$ cat config.mk
export PLATFORM = sky130hd
export DESIGN_NAME = erx_fifo_ctrl
export DESIGN_NICKNAME = d
export VERILOG_FILES = /design/src/rtl/erx_pkg.sv /design/src/rtl/erx_wr_ctrl.sv /design/src/rtl/erx_fifo_mem.sv /design/src/rtl/erx_xfer_ctrl.sv /design/src/rtl/erx_fifo_ctrl.sv
export SDC_FILE = /design/constraint.sdc
export NUM_CORES = 2
export LEC_CHECK = 0
export ABC_CLOCK_PERIOD_IN_PS = 21800
export BUFFER_PORTS_ARGS = -buffer_cell sky130_fd_sc_hd__buf_2
export CORE_MARGIN = 10
export CORE_UTILIZATION = 45
export DETAILED_ROUTE_END_ITERATION = 10
export PLACE_DENSITY_LB_ADDON = 0.1
export REMOVE_ABC_BUFFERS = 1
export SLEW_MARGIN = 20
export SYNTH_ARGS = -nofsm -noshare
export SYNTH_HDL_FRONTEND = slang
export SYNTH_SLANG_ARGS = --single-unit
export TNS_END_PERCENT = 1
$ cat constraint.sdc
create_clock -name clk -period 21.8 [get_ports clk]
set_clock_uncertainty 0.05 [all_clocks]
set_input_delay 3.27 -clock clk [delete_from_list [all_inputs] [get_ports clk]]
set_output_delay 3.27 -clock clk [all_outputs]
set_load 0.03 [all_outputs]
$ cat src/rtl/erx_pkg.sv
package erx_pkg;
    parameter int WORD_W   = 32;
    localparam int BE_W     = WORD_W / 8;
    localparam int BE_CNT_W = $clog2(BE_W + 1);
    // entries kept in hand per open frame: closing word, two stamps, status
    localparam int RESERVE  = 4;

    typedef enum logic [1:0] {
        K_DATA = 2'd0,
        K_EOF  = 2'd1,
        K_TS   = 2'd2,
        K_STAT = 2'd3
    } ent_kind_e;

    typedef struct packed {
        ent_kind_e         kind;
        logic [BE_W-1:0]   be;
        logic [WORD_W-1:0] data;
    } ent_t;

    typedef enum logic [2:0] {
        WS_IDLE,
        WS_FRAME,
        WS_OVF,
        WS_TAIL,
        WS_SKIP
    } wr_state_e;

    function automatic logic [7:0] thr_bytes(input logic [1:0] code);
        case (code)
            2'd0:    return 8'd64;
            2'd1:    return 8'd32;
            2'd2:    return 8'd96;
            default: return 8'd128;
        endcase
    endfunction

    function automatic logic [BE_CNT_W-1:0] be_bytes(input logic [BE_W-1:0] be);
        logic [BE_CNT_W-1:0] n;
        n = '0;
        for (int i = 0; i < BE_W; i++) n = n + BE_CNT_W'(be[i]);
        return n;
    endfunction
endpackage

$ cat src/rtl/erx_wr_ctrl.sv
module erx_wr_ctrl
    import erx_pkg::*;
#(
    parameter int DEPTH   = 64,
    parameter int OVF_BIT = 31,
    localparam int CNT_W  = $clog2(DEPTH) + 1
) (
    input  logic              clk,
    input  logic              rst,
    input  logic              ts_en,
    input  logic              rx_valid,
    input  logic              rx_sof,
    input  logic              rx_eof,
    input  logic              rx_ts,
    input  logic              rx_stat,
    input  logic [BE_W-1:0]   rx_be,
    input  logic [WORD_W-1:0] rx_data,
    input  logic [CNT_W-1:0]  used,
    output logic              wr_en,
    output ent_t              wr_ent
);
    wr_state_e st, st_n;
    logic ovf_q, ovf_n, take;
    logic [CNT_W-1:0] free;
    logic is_data, is_ts, is_stat, room_data, room_frame;

    assign free       = CNT_W'(DEPTH) - used;
    assign is_data    = rx_valid && !rx_ts && !rx_stat;
    assign is_ts      = rx_valid && rx_ts;
    assign is_stat    = rx_valid && rx_stat;
    assign room_data  = free >= CNT_W'(RESERVE + 1);
    assign room_frame = free >= CNT_W'(RESERVE);

    always_comb begin
        st_n   = st;
        ovf_n  = ovf_q;
        take   = 1'b0;
        wr_en  = 1'b0;
        wr_ent = '0;
        case (st)
            WS_IDLE: if (is_data && rx_sof) begin
                if (room_frame) take = 1'b1;
                else            st_n = WS_SKIP;
            end
            WS_FRAME: if (is_data) take = 1'b1;
            WS_OVF:   if (is_data && rx_eof) st_n = WS_TAIL;
            WS_TAIL: begin
                if (is_ts && ts_en) begin
                    wr_en       = 1'b1;
                    wr_ent.kind = K_TS;
                    wr_ent.data = rx_data;
                end else if (is_stat) begin
                    wr_en       = 1'b1;
                    wr_ent.kind = K_STAT;
                    wr_ent.data = rx_data;
                    wr_ent.data[OVF_BIT] = rx_data[OVF_BIT] | ovf_q;
                    ovf_n = 1'b0;
                    st_n  = WS_IDLE;
                end
            end
            WS_SKIP:  if (is_stat) st_n = WS_IDLE;
            default:  st_n = WS_IDLE;
        endcase
        if (take) begin
            wr_en = 1'b1;
            if (room_data) begin
                wr_ent.kind = rx_eof ? K_EOF : K_DATA;
                wr_ent.be   = rx_be;
                wr_ent.data = rx_data;
                st_n = rx_eof ? WS_TAIL : WS_FRAME;
            end else begin
                wr_ent.kind = K_EOF;
                ovf_n = 1'b1;
                st_n  = rx_eof ? WS_TAIL : WS_OVF;
            end
        end
    end

    always_ff @(posedge clk) begin
        if (rst) begin
            st    <= WS_IDLE;
            ovf_q <= 1'b0;
        end else begin
            st    <= st_n;
            ovf_q <= ovf_n;
        end
    end


    ts_gate_chk: assert property (@(posedge clk) disable iff (rst)
        (wr_en && wr_ent.kind == K_TS) |-> ts_en);


    skip_quiet_chk: assert property (@(posedge clk) disable iff (rst)
        (st == WS_SKIP) |-> !wr_en);
endmodule

$ cat src/rtl/erx_fifo_mem.sv
module erx_fifo_mem
    import erx_pkg::*;
#(
    parameter int DEPTH  = 64,
    localparam int PTR_W = $clog2(DEPTH),
    localparam int CNT_W = PTR_W + 1
) (
    input  logic             clk,
    input  logic             rst,
    input  logic             wr_en,
    input  ent_t             wr_ent,
    input  logic             rd_en,
    output ent_t             head,
    output logic [CNT_W-1:0] used
);
    ent_t mem [DEPTH];
    logic [PTR_W-1:0] wp, rp;

    always_ff @(posedge clk) begin
        if (wr_en) mem[wp] <= wr_ent;
    end

    always_ff @(posedge clk) begin
        if (rst) begin
            wp   <= '0;
            rp   <= '0;
            used <= '0;
        end else begin
            if (wr_en) wp <= wp + 1'b1;
            if (rd_en) rp <= rp + 1'b1;
            used <= used + CNT_W'(wr_en) - CNT_W'(rd_en);
        end
    end

    assign head = mem[rp];


    no_overflow_chk: assert property (@(posedge clk) disable iff (rst)
        (wr_en && !rd_en) |-> (used != CNT_W'(DEPTH)));


    no_underflow_chk: assert property (@(posedge clk) disable iff (rst)
        rd_en |-> (used != '0));
endmodule

$ cat src/rtl/erx_xfer_ctrl.sv
module erx_xfer_ctrl
    import erx_pkg::*;
#(
    parameter int DEPTH   = 64,
    localparam int CNT_W  = $clog2(DEPTH) + 1,
    localparam int BYTE_W = CNT_W + $clog2(BE_W)
) (
    input  logic             clk,
    input  logic             rst,
    input  logic             sf_mode,
    input  logic [1:0]       thr_code,
    input  logic             wr_en,
    input  ent_kind_e        wr_kind,
    input  logic [BE_W-1:0]  wr_be,
    input  ent_kind_e        head_kind,
    input  logic [BE_W-1:0]  head_be,
    input  logic [CNT_W-1:0] used,
    input  logic             rd_req,
    output logic             rd_en,
    output logic             dma_avail,
    output logic             dma_valid
);
    logic [BYTE_W-1:0] bytes_q;
    logic [CNT_W-1:0]  eof_q, stat_q;
    logic xfer_q, start_ok, wr_is_data, rd_is_data;
    logic [BE_CNT_W-1:0] add_b, sub_b;

    assign wr_is_data = wr_en && (wr_kind == K_DATA || wr_kind == K_EOF);
    assign rd_is_data = rd_en && (head_kind == K_DATA || head_kind == K_EOF);
    assign add_b = wr_is_data ? be_bytes(wr_be) : '0;
    assign sub_b = rd_is_data ? be_bytes(head_be) : '0;

    assign start_ok  = sf_mode ? (stat_q != '0)
                     : ((eof_q != '0) || (32'(bytes_q) >= 32'(thr_bytes(thr_code))));
    assign dma_avail = !xfer_q && start_ok && (used != '0);
    assign dma_valid = (xfer_q || dma_avail) && (used != '0);
    assign rd_en     = dma_valid && rd_req;

    always_ff @(posedge clk) begin
        if (rst) begin
            bytes_q <= '0;
            eof_q   <= '0;
            stat_q  <= '0;
            xfer_q  <= 1'b0;
        end else begin
            bytes_q <= bytes_q + BYTE_W'(add_b) - BYTE_W'(sub_b);
            eof_q   <= eof_q + CNT_W'(wr_en && wr_kind == K_EOF)
                             - CNT_W'(rd_en && head_kind == K_EOF);
            stat_q  <= stat_q + CNT_W'(wr_en && wr_kind == K_STAT)
                              - CNT_W'(rd_en && head_kind == K_STAT);
            if (rd_en) xfer_q <= (head_kind != K_STAT);
        end
    end


    start_gate_chk: assert property (@(posedge clk) disable iff (rst)
        $rose(xfer_q) |-> $past(dma_avail));


    stat_ends_chk: assert property (@(posedge clk) disable iff (rst)
        (rd_en && head_kind == K_STAT) |=> !xfer_q);


    byte_count_chk: assert property (@(posedge clk) disable iff (rst)
        rd_is_data |-> (bytes_q >= BYTE_W'(be_bytes(head_be))));
endmodule

$ cat src/rtl/erx_fifo_ctrl.sv
module erx_fifo_ctrl
    import erx_pkg::*;
#(
    parameter int DEPTH   = 64,
    parameter int OVF_BIT = 31,
    localparam int CNT_W  = $clog2(DEPTH) + 1
) (
    input  logic              clk,
    input  logic              rst,
    input  logic              ts_en,
    input  logic              sf_mode,
    input  logic [1:0]        thr_code,
    input  logic              rx_valid,
    input  logic              rx_sof,
    input  logic              rx_eof,
    input  logic              rx_ts,
    input  logic              rx_stat,
    input  logic [3:0]        rx_be,
    input  logic [31:0]       rx_data,
    input  logic              dma_rd,
    output logic              dma_avail,
    output logic              dma_valid,
    output logic [1:0]        dma_kind,
    output logic [3:0]        dma_be,
    output logic [31:0]       dma_data
);
    logic wr_en, rd_en;
    ent_t wr_ent, head;
    logic [CNT_W-1:0] used;

    erx_wr_ctrl #(.DEPTH(DEPTH), .OVF_BIT(OVF_BIT)) u_wr (
        .clk(clk), .rst(rst), .ts_en(ts_en),
        .rx_valid(rx_valid), .rx_sof(rx_sof), .rx_eof(rx_eof),
        .rx_ts(rx_ts), .rx_stat(rx_stat), .rx_be(rx_be), .rx_data(rx_data),
        .used(used), .wr_en(wr_en), .wr_ent(wr_ent)
    );

    erx_fifo_mem #(.DEPTH(DEPTH)) u_mem (
        .clk(clk), .rst(rst), .wr_en(wr_en), .wr_ent(wr_ent),
        .rd_en(rd_en), .head(head), .used(used)
    );

    erx_xfer_ctrl #(.DEPTH(DEPTH)) u_xfer (
        .clk(clk), .rst(rst), .sf_mode(sf_mode), .thr_code(thr_code),
        .wr_en(wr_en), .wr_kind(wr_ent.kind), .wr_be(wr_ent.be),
        .head_kind(head.kind), .head_be(head.be), .used(used),
        .rd_req(dma_rd), .rd_en(rd_en),
        .dma_avail(dma_avail), .dma_valid(dma_valid)
    );

    assign dma_kind = head.kind;
    assign dma_be   = head.be;
    assign dma_data = head.data;
endmodule

==> metrics.yaml <==
status:
  outcome: "finished, final reports clean"
detailed_routing:
  dr.pass1.iters: 6
  antenna_left: 0
  vias_per_cell: 6.141
  vias: 45020
  wl_per_cell_um: 36.76
  dr.first_iter.drc_count: 5376
  wl_um: 269500
  drc: 0
timing:
  clock.fmax_mhz: 94.01
  finalSetupViolCount: 0
  max_slew_margin_pct: 20.36
  rsz0062_at_grt: "false"
  setup_tns_ns: 0
  worst_pin_slew_ns: 1.192
  min_period_ns: 10.64
  slew_viol_final: 0
  finalCritPeriodShare_pct: 48.79
  hold_viol: 0
worst_setup_path:
  end_kind: "output port"
  arrival_ns: 7.32
  critical_path_class: "register to output port"
  cp_common_cell: "buf_4"
  cp_slowest_cell: "dfxtp_4"
  worstPathRequired_ns: 18.48
  startpoint_type: "register"
  max_stage_delay_ns: 0.85
  crit_fanout: 43
  cp_cell_sequence: "buf_4 -> buf_4 -> buf_4 -> buf_4 -> mux4_2 -> mux4_2 -> mux2_2 -> nand2_1 -> o21ai_0 -> buf_2"
clocking:
  cts.reportedPaths.clkPinSlew_ns: 0.06
  clock_latency_ns: 0.92
  clock_tree.root_cell: "clkbuf_16"
  cts_tree: "built"
  cts_hold_buf: 0
  cts_setup_buffers: 0
  cts_num_sinks: 2485
  cts_resized: 0
  numCtsBuffers: 275
  cts_buffer_depth: 4
  htree_levels: 5
floorplan:
  io_pins: 88
  die_y_um: 482.2
  start_util_pct: 45.28
  num_rows: 169
  die_area_um2: 232500
  coreArea_um2: 212300
  die_x_um: 482.2
placement:
  gp_congestion: 0.7518
  port-buffer-count: 87
  dpl-instance-area_um2: 101300
  dp.cells: 6868
  dpl.hpwl_um: 141500
synthesis:
  syn_area_per_cell_um2: 23.91
  ys_ff_latch: 2485
  synth_area_leaders: "edfxtp_1, mux4_2, dfxtp_1"
  netlist_instances: 4021
  yosysTopAreaCell: "edfxtp_1"
  synth-async-reset-ratio_pct: 0
  synth-seq-area-share_pct: 77.08
  syn_area_um2: 96120
  ys_types: 58
  synth_ff_type: "edfxtp_1"
  yosys_warnings: 0
  synth_edf_count: 2432
  synth_top_cell_area_share_pct: 75.98
grt:
  first_global_vias: 45400
  grt_pass1_wl_um: 373600
  grt_start_max_net_pins: 129
  antenna_found_initial: 13
  grt_remaining_overflow: 0
  track_usage_pct: 23.14
final_layout:
  final_cell_mix: "edfxtp_1, mux4_2, clkbuf_16"
  mostFrequentLayoutCell: "edfxtp_1"
  post-route-util_pct: 51.60
  fin_area_um2: 109500
  area_delta_synth_final_pct: 13.97
  instances_no_fill: 7331
  fillers: 16440
  final_net_count: 4436
  drive_above_1_share_pct: 33.21
power_and_ir_drop:
  p_per_area_nw_per_um2: 110.3
  ir_drop_v: 0.00007648
  cellLeakagePower_nw: 33.92
flow_run:
  drv_cap: 0
hold_path:
  min_path_type: "register to register"
[cells by family after synthesis]
logic type / Yosys count / synth area share [%]
DFF: 2485 / 77.08
muxes: 813 / 18.58
buffers and inverters: 270 / 1.213
and+or+nand+nor: 270 / 1.412
adders and majority gates: 59 / 0.8305
xor gates and xnor gates: 31 / 0.2825
AOI/OAI and AO/OA: 93 / 0.5988
[path summary, 6_finish.rpt]
check             slack, ns                            to             startpoint  depth (start not counted)
hold / removal         0.42         u_wr.ovf_q$_SDFF_PP0_  u_wr.ovf_q$_SDFF_PP0_                          2
setup reg to reg      12.27  u_xfer.bytes_q[7]$_SDFF_PP0_               register                         24
hold reg to reg        0.42         u_wr.ovf_q$_SDFF_PP0_  u_wr.ovf_q$_SDFF_PP0_                          2
setup / recovery      11.16                     dma_be[0]               register                         10
[worst max-delay path: cells and delay by family (launching register included)]
kind / cells / cell delay [ns]
flip-flops: 1 / 0.85
multiplexers: 3 / 1.39
buffers and inverters: 5 / 3.45
AO/OA/AOI/OAI: 1 / 0.31
AND/OR/NAND/NOR: 1 / 0.11
[flip-flops by register name, indices dropped and copies added, names as in the netlist, named ones only]
signal and count:
u_wr.st 3, u_mem.wp 6, u_mem.rp 6, u_xfer.eof_q 7
u_mem.mem 2432, u_mem.used 7, u_wr.ovf_q 1, u_xfer.xfer_q 1
u_xfer.bytes_q 9, u_xfer.stat_q 7
[cell usage after synthesis (all sizes together) (5+ instances only)]
library cell / count
nor2: 111
edfxtp: 2432
inv: 56
or2: 9
and2: 6
fa: 8
ha: 51
xor2: 13
xnor2: 18
o21ai: 27
nand3: 10
mux4: 776
mux2i: 25
nor3: 10
nor4: 5
mux2: 12
nand2: 32
a21oi: 32
or3: 6
dfxtp: 53
nand3b: 10
nor2b: 46
clkbuf: 101
buf: 113
[metal layers]
| metal | routed length (um) | global-route usage [%] | vias up | part of all wire [%] |
|---|---|---|---|---|
| li1 | - | - | 17820 | - |
| met1 | 111600 | 32.56 | 25010 | 41 |
| met2 | 131700 | 37.33 | 1818 | 49 |
| met3 | 19440 | 4.583 | 373 | 7.2 |
| met4 | 6714 | 6.121 | 4 | 2.5 |
| met5 | 27 | 0 | - | 0.010 |
[through the flow]
step / hold slack (ns) / setup slack (ns) / total power [mW]
after CTS: 0.4179 / 10.85 / 12.21
after detailed placement: 0.4094 / 11.82 / 7.934
after global routing: 0.4529 / 10.55 / 12.55
after global placement: 0.4023 / 11.88 / 7.913
after floorplan: 0.3805 / -8.696 / 9.223
final: 0.4168 / 11.16 / 12.08
[where the power goes]
| group | leakage (nW) | switching, mW | internal (mW) |
|---|---|---|---|
| clock | 3.97 | 1.80 | 2.50 |
| sequential | 23.0 | 0.0646 | 5.34 |
| combinational | 6.92 | 1.20 | 1.19 |
[final cells by class]
type	instances	area [um^2]	area share [%]
flip-flops and latches	2485	74110	67.66
multi-input cells	1266	21630	19.74
clock buffers	338	7288	6.653
well taps	2821	3530	3.222
repair buffers	245	1944	1.775
clock inverters	118	825.8	0.7538
inverters	56	210.2	0.1919
diodes	2	5.005	0.004569
No activity file was read; power rests on OpenSTA's default activity.
